==> src/rtl/cfg_regbank_pkg.sv <==
package cfg_regbank_pkg;

  localparam int NUM_CCR   = 6;
  localparam int NUM_ARR   = 8;
  localparam int ARR_BYTES = 3;
  localparam int NUM_RCR   = 8;
  localparam int ARR_W     = 8 * ARR_BYTES;
  localparam int IORT_W    = 7;
  localparam int SEL_W     = 5;

  localparam logic [7:0] IDX_CCR_LO  = 8'hC0;
  localparam logic [7:0] IDX_CCR_HI  = 8'hC3;
  localparam logic [7:0] IDX_CCR4    = 8'hE8;
  localparam logic [7:0] IDX_CCR5    = 8'hE9;
  localparam logic [7:0] IDX_ARR_LO  = 8'hC4;
  localparam logic [7:0] IDX_ARR_HI  = 8'hDB;
  localparam logic [7:0] IDX_RCR_LO  = 8'hDC;
  localparam logic [7:0] IDX_RCR_HI  = 8'hE3;
  localparam logic [7:0] IDX_DIR0    = 8'hFE;
  localparam logic [7:0] IDX_DIR1    = 8'hFF;

  // Bits of control register 1 frozen by the lock
  localparam logic [7:0] SMM1_BITS = 8'h86;
  // First address-range byte offset that is gated (register 4)
  localparam int ARR_GATE_OFS = 4 * ARR_BYTES;
  localparam int LOCKED_ARR   = 3;

  typedef enum logic [2:0] {
    RK_NONE, RK_CCR, RK_ARR, RK_RCR, RK_DIR
  } reg_kind_e;

  typedef struct packed {
    reg_kind_e          kind;
    logic [SEL_W-1:0]   sel;
    logic               gated;
  } reg_hit_t;

  function automatic logic [7:0] ccr_mask(input logic [2:0] n);
    case (n)
      3'd0:    return 8'h02;
      3'd1:    return 8'h96;
      3'd2:    return 8'h9C;
      3'd3:    return 8'hF7;
      3'd4:    return 8'h97;
      3'd5:    return 8'h31;
      default: return 8'h00;
    endcase
  endfunction

  function automatic logic [IORT_W-1:0] iort_decode(input logic [2:0] v);
    if (v == 3'd7) return '0;
    return IORT_W'(1) << v;
  endfunction

  function automatic reg_hit_t decode_index(input logic [7:0] idx);
    reg_hit_t h;
    h.kind  = RK_NONE;
    h.sel   = '0;
    h.gated = 1'b0;
    if (idx >= IDX_CCR_LO && idx <= IDX_CCR_HI) begin
      h.kind = RK_CCR;
      h.sel  = SEL_W'(idx - IDX_CCR_LO);
    end else if (idx == IDX_CCR4 || idx == IDX_CCR5) begin
      h.kind  = RK_CCR;
      h.sel   = SEL_W'(idx - IDX_CCR4 + 8'd4);
      h.gated = 1'b1;
    end else if (idx >= IDX_ARR_LO && idx <= IDX_ARR_HI) begin
      h.kind  = RK_ARR;
      h.sel   = SEL_W'(idx - IDX_ARR_LO);
      h.gated = (int'(h.sel) >= ARR_GATE_OFS);
    end else if (idx >= IDX_RCR_LO && idx <= IDX_RCR_HI) begin
      h.kind  = RK_RCR;
      h.sel   = SEL_W'(idx - IDX_RCR_LO);
      h.gated = 1'b1;
    end else if (idx == IDX_DIR0 || idx == IDX_DIR1) begin
      h.kind = RK_DIR;
      h.sel  = SEL_W'(idx - IDX_DIR0);
    end
    return h;
  endfunction

  // Next value of a control register on a write, honouring masks and lock
  function automatic logic [7:0] next_ccr(input logic [2:0] n, input logic [7:0] cur,
                                          input logic [7:0] wd, input logic locked);
    logic [7:0] nv;
    nv = wd & ccr_mask(n);
    if (n == 3'd1 && locked)
      nv = (nv & ~SMM1_BITS) | (cur & SMM1_BITS);
    if (n == 3'd3) begin
      nv[0] = cur[0] | wd[0];
      if (locked) nv[1] = cur[1];
    end
    return nv;
  endfunction

endpackage

==> src/rtl/cfg_index_decode.sv <==
module cfg_index_decode
  import cfg_regbank_pkg::*;
(
  input  logic [7:0]       idx,
  output reg_kind_e        kind,
  output logic             gated,
  output logic [2:0]       ccr_sel,
  output logic [2:0]       rcr_sel,
  output logic             dir_sel,
  output logic [2:0]       arr_num,
  output logic [1:0]       arr_byte
);
  reg_hit_t hit;

  always_comb begin
    hit      = decode_index(idx);
    kind     = hit.kind;
    gated    = hit.gated;
    ccr_sel  = hit.sel[2:0];
    rcr_sel  = hit.sel[2:0];
    dir_sel  = hit.sel[0];
    arr_num  = 3'(hit.sel / SEL_W'(ARR_BYTES));
    arr_byte = 2'(hit.sel % SEL_W'(ARR_BYTES));
  end
endmodule

==> src/rtl/cfg_ccr_bank.sv <==
module cfg_ccr_bank
  import cfg_regbank_pkg::*;
(
  input  logic                 clk,
  input  logic                 rst_n,
  input  logic                 wr_en,
  input  logic [2:0]           sel,
  input  logic [7:0]           wdata,
  output logic [8*NUM_CCR-1:0] ccr_flat,
  output logic                 locked,
  output logic [3:0]           mapen
);
  logic [7:0] ccr_q [NUM_CCR];

  assign locked = ccr_q[3][0];
  assign mapen  = ccr_q[3][7:4];

  for (genvar n = 0; n < NUM_CCR; n++) begin : g_ccr
    always_ff @(posedge clk) begin
      if (!rst_n)
        ccr_q[n] <= 8'h00;
      else if (wr_en && sel == 3'(n))
        ccr_q[n] <= next_ccr(3'(n), ccr_q[n], wdata, locked);
    end
    assign ccr_flat[8*n +: 8] = ccr_q[n];
  end

  // lock is sticky until reset
  a_r7_lock_sticky: assert property (@(posedge clk) disable iff (!rst_n)
    locked |=> locked);

  // frozen system-management bits stay put under lock
  a_r7_smm_bits_frozen: assert property (@(posedge clk) disable iff (!rst_n)
    locked |=> $stable({ccr_q[1][7], ccr_q[1][2:1], ccr_q[3][1]}));
endmodule

==> src/rtl/cfg_region_bank.sv <==
module cfg_region_bank
  import cfg_regbank_pkg::*;
(
  input  logic                       clk,
  input  logic                       rst_n,
  input  logic                       arr_wr,
  input  logic                       rcr_wr,
  input  logic [2:0]                 arr_num,
  input  logic [1:0]                 arr_byte,
  input  logic [2:0]                 rcr_sel,
  input  logic [7:0]                 wdata,
  input  logic                       locked,
  output logic [ARR_W*NUM_ARR-1:0]   arr_flat,
  output logic [8*NUM_RCR-1:0]       rcr_flat,
  output logic [7:0]                 arr_rd,
  output logic [7:0]                 rcr_rd
);
  logic [ARR_W-1:0] arr_q [NUM_ARR];
  logic [7:0]       rcr_q [NUM_RCR];

  for (genvar n = 0; n < NUM_ARR; n++) begin : g_arr
    logic frozen;
    assign frozen = (n == LOCKED_ARR) && locked;
    for (genvar b = 0; b < ARR_BYTES; b++) begin : g_byte
      always_ff @(posedge clk) begin
        if (!rst_n)
          arr_q[n][ARR_W-8-8*b +: 8] <= 8'h00;
        else if (arr_wr && !frozen && arr_num == 3'(n) && arr_byte == 2'(b))
          arr_q[n][ARR_W-8-8*b +: 8] <= wdata;
      end
    end
    assign arr_flat[ARR_W*n +: ARR_W] = arr_q[n];
  end

  for (genvar n = 0; n < NUM_RCR; n++) begin : g_rcr
    always_ff @(posedge clk) begin
      if (!rst_n)
        rcr_q[n] <= 8'h00;
      else if (rcr_wr && rcr_sel == 3'(n))
        rcr_q[n] <= wdata;
    end
    assign rcr_flat[8*n +: 8] = rcr_q[n];
  end

  always_comb begin
    case (arr_byte)
      2'd0:    arr_rd = arr_q[arr_num][23:16];
      2'd1:    arr_rd = arr_q[arr_num][15:8];
      default: arr_rd = arr_q[arr_num][7:0];
    endcase
    rcr_rd = rcr_q[rcr_sel];
  end

  // the locked address-range register cannot change
  a_r7_arr3_frozen: assert property (@(posedge clk) disable iff (!rst_n)
    locked |=> $stable(arr_q[LOCKED_ARR]));
endmodule

==> src/rtl/cfg_regbank.sv <==
module cfg_regbank
  import cfg_regbank_pkg::*;
#(
  parameter logic [7:0] DEV_ID   = 8'h31,
  parameter logic [3:0] DEV_STEP = 4'h2,
  parameter logic [3:0] DEV_REV  = 4'h5
)(
  input  logic                      clk,
  input  logic                      rst_n,
  input  logic                      idx_wr,
  input  logic                      dat_wr,
  input  logic                      dat_rd,
  input  logic [7:0]                wdata,
  output logic [7:0]                rdata,
  output logic [8*NUM_CCR-1:0]      ccr_flat,
  output logic [ARR_W*NUM_ARR-1:0]  arr_flat,
  output logic [8*NUM_RCR-1:0]      rcr_flat,
  output logic [IORT_W-1:0]         iort_clocks,
  output logic                      smm_locked
);
  logic [7:0] idx_q;
  logic       idx_valid;
  reg_kind_e  kind;
  logic       gated, dir_sel;
  logic [2:0] ccr_sel, rcr_sel, arr_num;
  logic [1:0] arr_byte;
  logic [3:0] mapen;
  logic       map_open, access_ok, wr_go, rd_go;
  logic [7:0] arr_rd, rcr_rd, rd_val;

  cfg_index_decode u_dec (
    .idx(idx_q), .kind(kind), .gated(gated), .ccr_sel(ccr_sel),
    .rcr_sel(rcr_sel), .dir_sel(dir_sel), .arr_num(arr_num), .arr_byte(arr_byte)
  );

  assign map_open  = (mapen == 4'd1);
  assign access_ok = idx_valid && (kind != RK_NONE) && (!gated || map_open);
  assign wr_go     = dat_wr && access_ok;
  assign rd_go     = dat_rd && !dat_wr;

  cfg_ccr_bank u_ccr (
    .clk(clk), .rst_n(rst_n), .wr_en(wr_go && kind == RK_CCR), .sel(ccr_sel),
    .wdata(wdata), .ccr_flat(ccr_flat), .locked(smm_locked), .mapen(mapen)
  );

  cfg_region_bank u_reg (
    .clk(clk), .rst_n(rst_n),
    .arr_wr(wr_go && kind == RK_ARR), .rcr_wr(wr_go && kind == RK_RCR),
    .arr_num(arr_num), .arr_byte(arr_byte), .rcr_sel(rcr_sel), .wdata(wdata),
    .locked(smm_locked), .arr_flat(arr_flat), .rcr_flat(rcr_flat),
    .arr_rd(arr_rd), .rcr_rd(rcr_rd)
  );

  assign iort_clocks = iort_decode(ccr_flat[8*4 +: 3]);

  always_comb begin
    rd_val = 8'hFF;
    if (access_ok) begin
      case (kind)
        RK_CCR:  rd_val = ccr_flat[8*ccr_sel +: 8];
        RK_ARR:  rd_val = arr_rd;
        RK_RCR:  rd_val = rcr_rd;
        RK_DIR:  rd_val = dir_sel ? {DEV_STEP, DEV_REV} : DEV_ID;
        default: rd_val = 8'hFF;
      endcase
    end
  end

  always_ff @(posedge clk) begin
    if (!rst_n) begin
      idx_q     <= 8'h00;
      idx_valid <= 1'b0;
      rdata     <= 8'h00;
    end else begin
      if (idx_wr) begin
        idx_q     <= wdata;
        idx_valid <= 1'b1;
      end else if (dat_wr || dat_rd) begin
        idx_valid <= 1'b0;
      end
      if (rd_go) rdata <= rd_val;
    end
  end

  // rejected writes leave every register unchanged
  a_r5_reject_no_write: assert property (@(posedge clk) disable iff (!rst_n)
    (dat_wr && !access_ok) |=> $stable({ccr_flat, arr_flat, rcr_flat}));

  // rejected reads return all ones
  a_r5_reject_read_ff: assert property (@(posedge clk) disable iff (!rst_n)
    (dat_rd && !dat_wr && !access_ok) |=> (rdata == 8'hFF));

  // a data access consumes the index
  a_r2_index_consumed: assert property (@(posedge clk) disable iff (!rst_n)
    ((dat_rd || dat_wr) && !idx_wr) |=> !idx_valid);

  // rdata holds between reads
  a_r2_rdata_hold: assert property (@(posedge clk) disable iff (!rst_n)
    (!rd_go && $past(rst_n)) |=> $stable(rdata));
endmodule

==> config.mk <==
export PLATFORM = sky130hd
export DESIGN_NAME = cfg_regbank
export DESIGN_NICKNAME = d
export VERILOG_FILES = /design/src/rtl/cfg_regbank_pkg.sv /design/src/rtl/cfg_index_decode.sv /design/src/rtl/cfg_ccr_bank.sv /design/src/rtl/cfg_region_bank.sv /design/src/rtl/cfg_regbank.sv
export SDC_FILE = /design/constraint.sdc
export NUM_CORES = 1
export LEC_CHECK = 0
export CORE_AREA = 2 2 194 196
export CTS_CLUSTER_SIZE = 20
export DETAILED_ROUTE_END_ITERATION = 12
export DIE_AREA = 0 0 196 198
export PLACE_DENSITY = 0.71
export SLEW_MARGIN = 5
export SYNTH_ARGS = -nofsm -noshare
export SYNTH_HDL_FRONTEND = slang
export SYNTH_SLANG_ARGS = --single-unit
==> constraint.sdc <==
create_clock -name clk -period 8.5 [get_ports clk]
set_clock_uncertainty 0.15 [all_clocks]
set_input_delay 1.275 -clock clk [delete_from_list [all_inputs] [get_ports clk]]
set_output_delay 1.275 -clock clk [all_outputs]
set_load 0.05 [all_outputs]
==> results by group <==
CTS
  – Clock root cell: clkbuf_16
  – H-Tree Level Count: 2
  – Num CTS Buffers: 34
  – CTS tree: built
  – Worst-Skew Late Latency: 550 ps
  – Hold Buf Count CTS: 0
  – Clk buf depth: 3
  – Clk sink count: 297
  – Worst-path clk slew: 60 ps
  – Post_cts resized: 0
  – Post-CTS setup repair buffer count: 0

Floorplanning
  – Die area: 38800 sq um
  – # rows: 71
  – Ports: 333
  – Starting density of the core: 0.440
  – Die height: 198 um
  – CORE AREA: 37000 sq um
  – Chip width: 196 um

Pwr
  – Post-route total power: 3.75 mW
  – Max IR drop VDD: 0.125 mV
  – Pwr dens: 182 nW/um^2
  – Leak Pwr: 7.43 nW

Yosys
  – Post-synth top area share: 0.517
  – Main area contributors after synthesis: edfxtp_1 (52%), and2_1 (10%), nand2_1 (4.4%)
  – Seq cells post-synth: 297
  – Post-synth ARST share: 0
  – Synthesized instance count: 1568
  – Post-synth top flop: edfxtp_1
  – Yosys cell types: 96
  – Post-synth EDFFs: 280
  – Largest area contributor in the netlist: edfxtp_1
  – Sequential-to-total area share from yosys stat: 0.538
  – Netlist Area Pre-Place: 16300 sq um
  – Yosys warning total: 0
  – Syn_area_per_cell: 10.4 sq um

Setup path
  – Worst Setup SP: idx_q[2]
  – Crit-path max FO: 41
  – CP Launch Type: register
  – CP Class: reg2reg
  – Worst reg2reg path startpoint: idx_q[2]
  – Critical Path AT: 7370 ps
  – Kind of end point of the critical path: register
  – Critical path required time: 8490 ps

Layout
  – Layout cell share with drive strength beyond 1: 0.0850
  – Layout Area Growth over Synthesis: 26.9%
  – Nets@finish: 1848
  – Multi-input logic area: 6910 sq um
  – Flip-flop and latch area: 8750 sq um
  – Layout filler cell count: 3201

Outcome
  – Status: finished, final reports clean

GRT
  – Pin count of the biggest net entering global routing: 52
  – Global-route wire length before repair: 88700 um
  – Gr ovfl total: 0
  – Initial antenna violation count: 1
  – GRT Overall Usage: 0.312
  – Vias in the first global route: 13100

Place
  – DPL Wire Length: 43300 um
  – PortBufs: 308
  – GP Congestion: 0.959

Routing
  – Residual DRC count: 0
  – Vias: 14200
  – Routed Antenna Nets: 0
  – Vias per inst: 6.11
  – Drt first pass iters: 6
  – Initial detailed-routing violation count: 1998
  – Drt wl/cell: 26.7 um
  – Post-Route WL: 61900 um

Timing
  – Max-slew violation count: 0
  – Tmin final: 7380 ps
  – Actual slew at the worst max-slew pin: 1270 ps
  – Fin. Hold Viols: 0
  – Slew headroom: 0.146
  – Final period util: 0.868
  – Final setup fails: 0
  – Fmax: 136 MHz
  – RSZ-0062 raised after global routing: no
  – Setup TNS: 0 ps

Worst hold path
  – Worst min-delay path class: reg2reg
  – Hold Path Origin: idx_valid

Flow run
  – Max-Cap Viols: 0
[flip-flops by register name (all words and copies together), names as in the netlist]
name	count
idx_q	8
u_reg.rcr_q	64
u_reg.arr_q	192
rdata	8
u_ccr.ccr_q	24
idx_valid	1
[cell usage after synthesis (17+ instances only)]
library cell,n
mux2i_1,33
buf_4,32
dfxtp_1,17
and3_1,24
nand3_1,84
clkbuf_1,80
nor2_1,97
and2_1,271
nand2_1,189
nor3_1,30
o21ai_0,85
a21oi_1,54
edfxtp_1,280
o22ai_1,21
[area by class of cell]
cell class	count	share of cell area
antenna	1	0.000121
tap	474	0.0287
timing repair buffer	337	0.158
inverter	11	0.00200
clock inverter	15	0.00952
multi-input combinational	1145	0.335
sequential	297	0.424
clock buffer	43	0.0429
[final timing paths]
path | end | slack, ps | cells after the start
worst min register to register | idx_valid | 340 | 2
worst max-delay path | u_reg.arr_q[7][10] | 1120 | 19
worst min-delay path | idx_valid | 340 | 2
worst max register to register | u_reg.arr_q[7][10] | 1120 | 19
[report_power, final]
group / switching (mW) / internal (mW) / total, mW
clock: 0.605 / 0.863 / 1.47
combinational: 0.422 / 0.152 / 0.574
sequential: 0.0614 / 1.65 / 1.71
[per-layer routing]
metal / global-route usage / routed length (um) / up-vias
met2: 0.471 / 27500 / 1089
met4: 0.124 / 2420 / 0
met5: 0 / 0 / -
met1: 0.439 / 24500 / 6828
met3: 0.0683 / 7550 / 149
li1: - / - / 6139
[cells in the final DEF, fill, tap and decap left out, drive strengths merged, types with 7 or more instances in the layout]
cell,netlist,final
o21ai,89,89
a311oi,10,10
a21oi,54,54
dfxtp,17,17
edfxtp,280,280
a221oi,7,7
conb,1,24
a211oi,11,11
nor2,115,115
o211ai,9,9
and3,24,24
nand2b,8,8
buf,58,37
o221ai,16,16
or3,11,11
nand3,87,87
clkbuf,80,43
nor3,32,32
inv,11,14
a31oi,15,15
or2,8,8
nor4,7,7
clkdlybuf4s50,0,300
and2,272,272
o22ai,22,22
clkinv,0,7
nand2,192,192
ha,9,9
mux2i,35,35
[critical path, stage by stage (launching register included)]
cell	delay (ps)
dfxtp_1	440
inv_1	130
ha_1	230
and3_1	190
o221a_1	280
nor4_1	280
o31a_1	490
inv_2	170
ha_1	450
or4_4	650
o211ai_4	140
or2_2	190
ha_1	150
buf_4	410
nand2b_1	200
nand3b_1	250
o31ai_1	110
a21oi_1	430
nand3_1	510
o21ai_0	1120
[stage by stage]
step,utilization,worst slack [ps],hold slack (ps),cell area (sq um),cells
floorplan,-,2670,300,16300,1591
global placement,0.529,1400,321,19500,2264
detailed placement,0.529,1240,326,19500,2264
CTS,0.558,1270,339,20600,2322
global route,0.558,701,406,20600,2323
finish,0.558,1120,344,20600,2323
[kinds of logic (layout without fill, tap and decap cells)]
group,Yosys count,in the layout,synth area share
AND/OR/NAND/NOR,778,778,0.256
adder cells (fa/ha/maj),9,9,0.00693
flip-flops,297,297,0.538
multiplexers,40,40,0.0269
other,1,25,0.000231
XOR/XNOR,1,1,0.000539
buffers and inverters,149,406,0.0439
AO/OA/AOI/OAI,293,293,0.127
No activity file was read; power rests on OpenSTA's default activity.
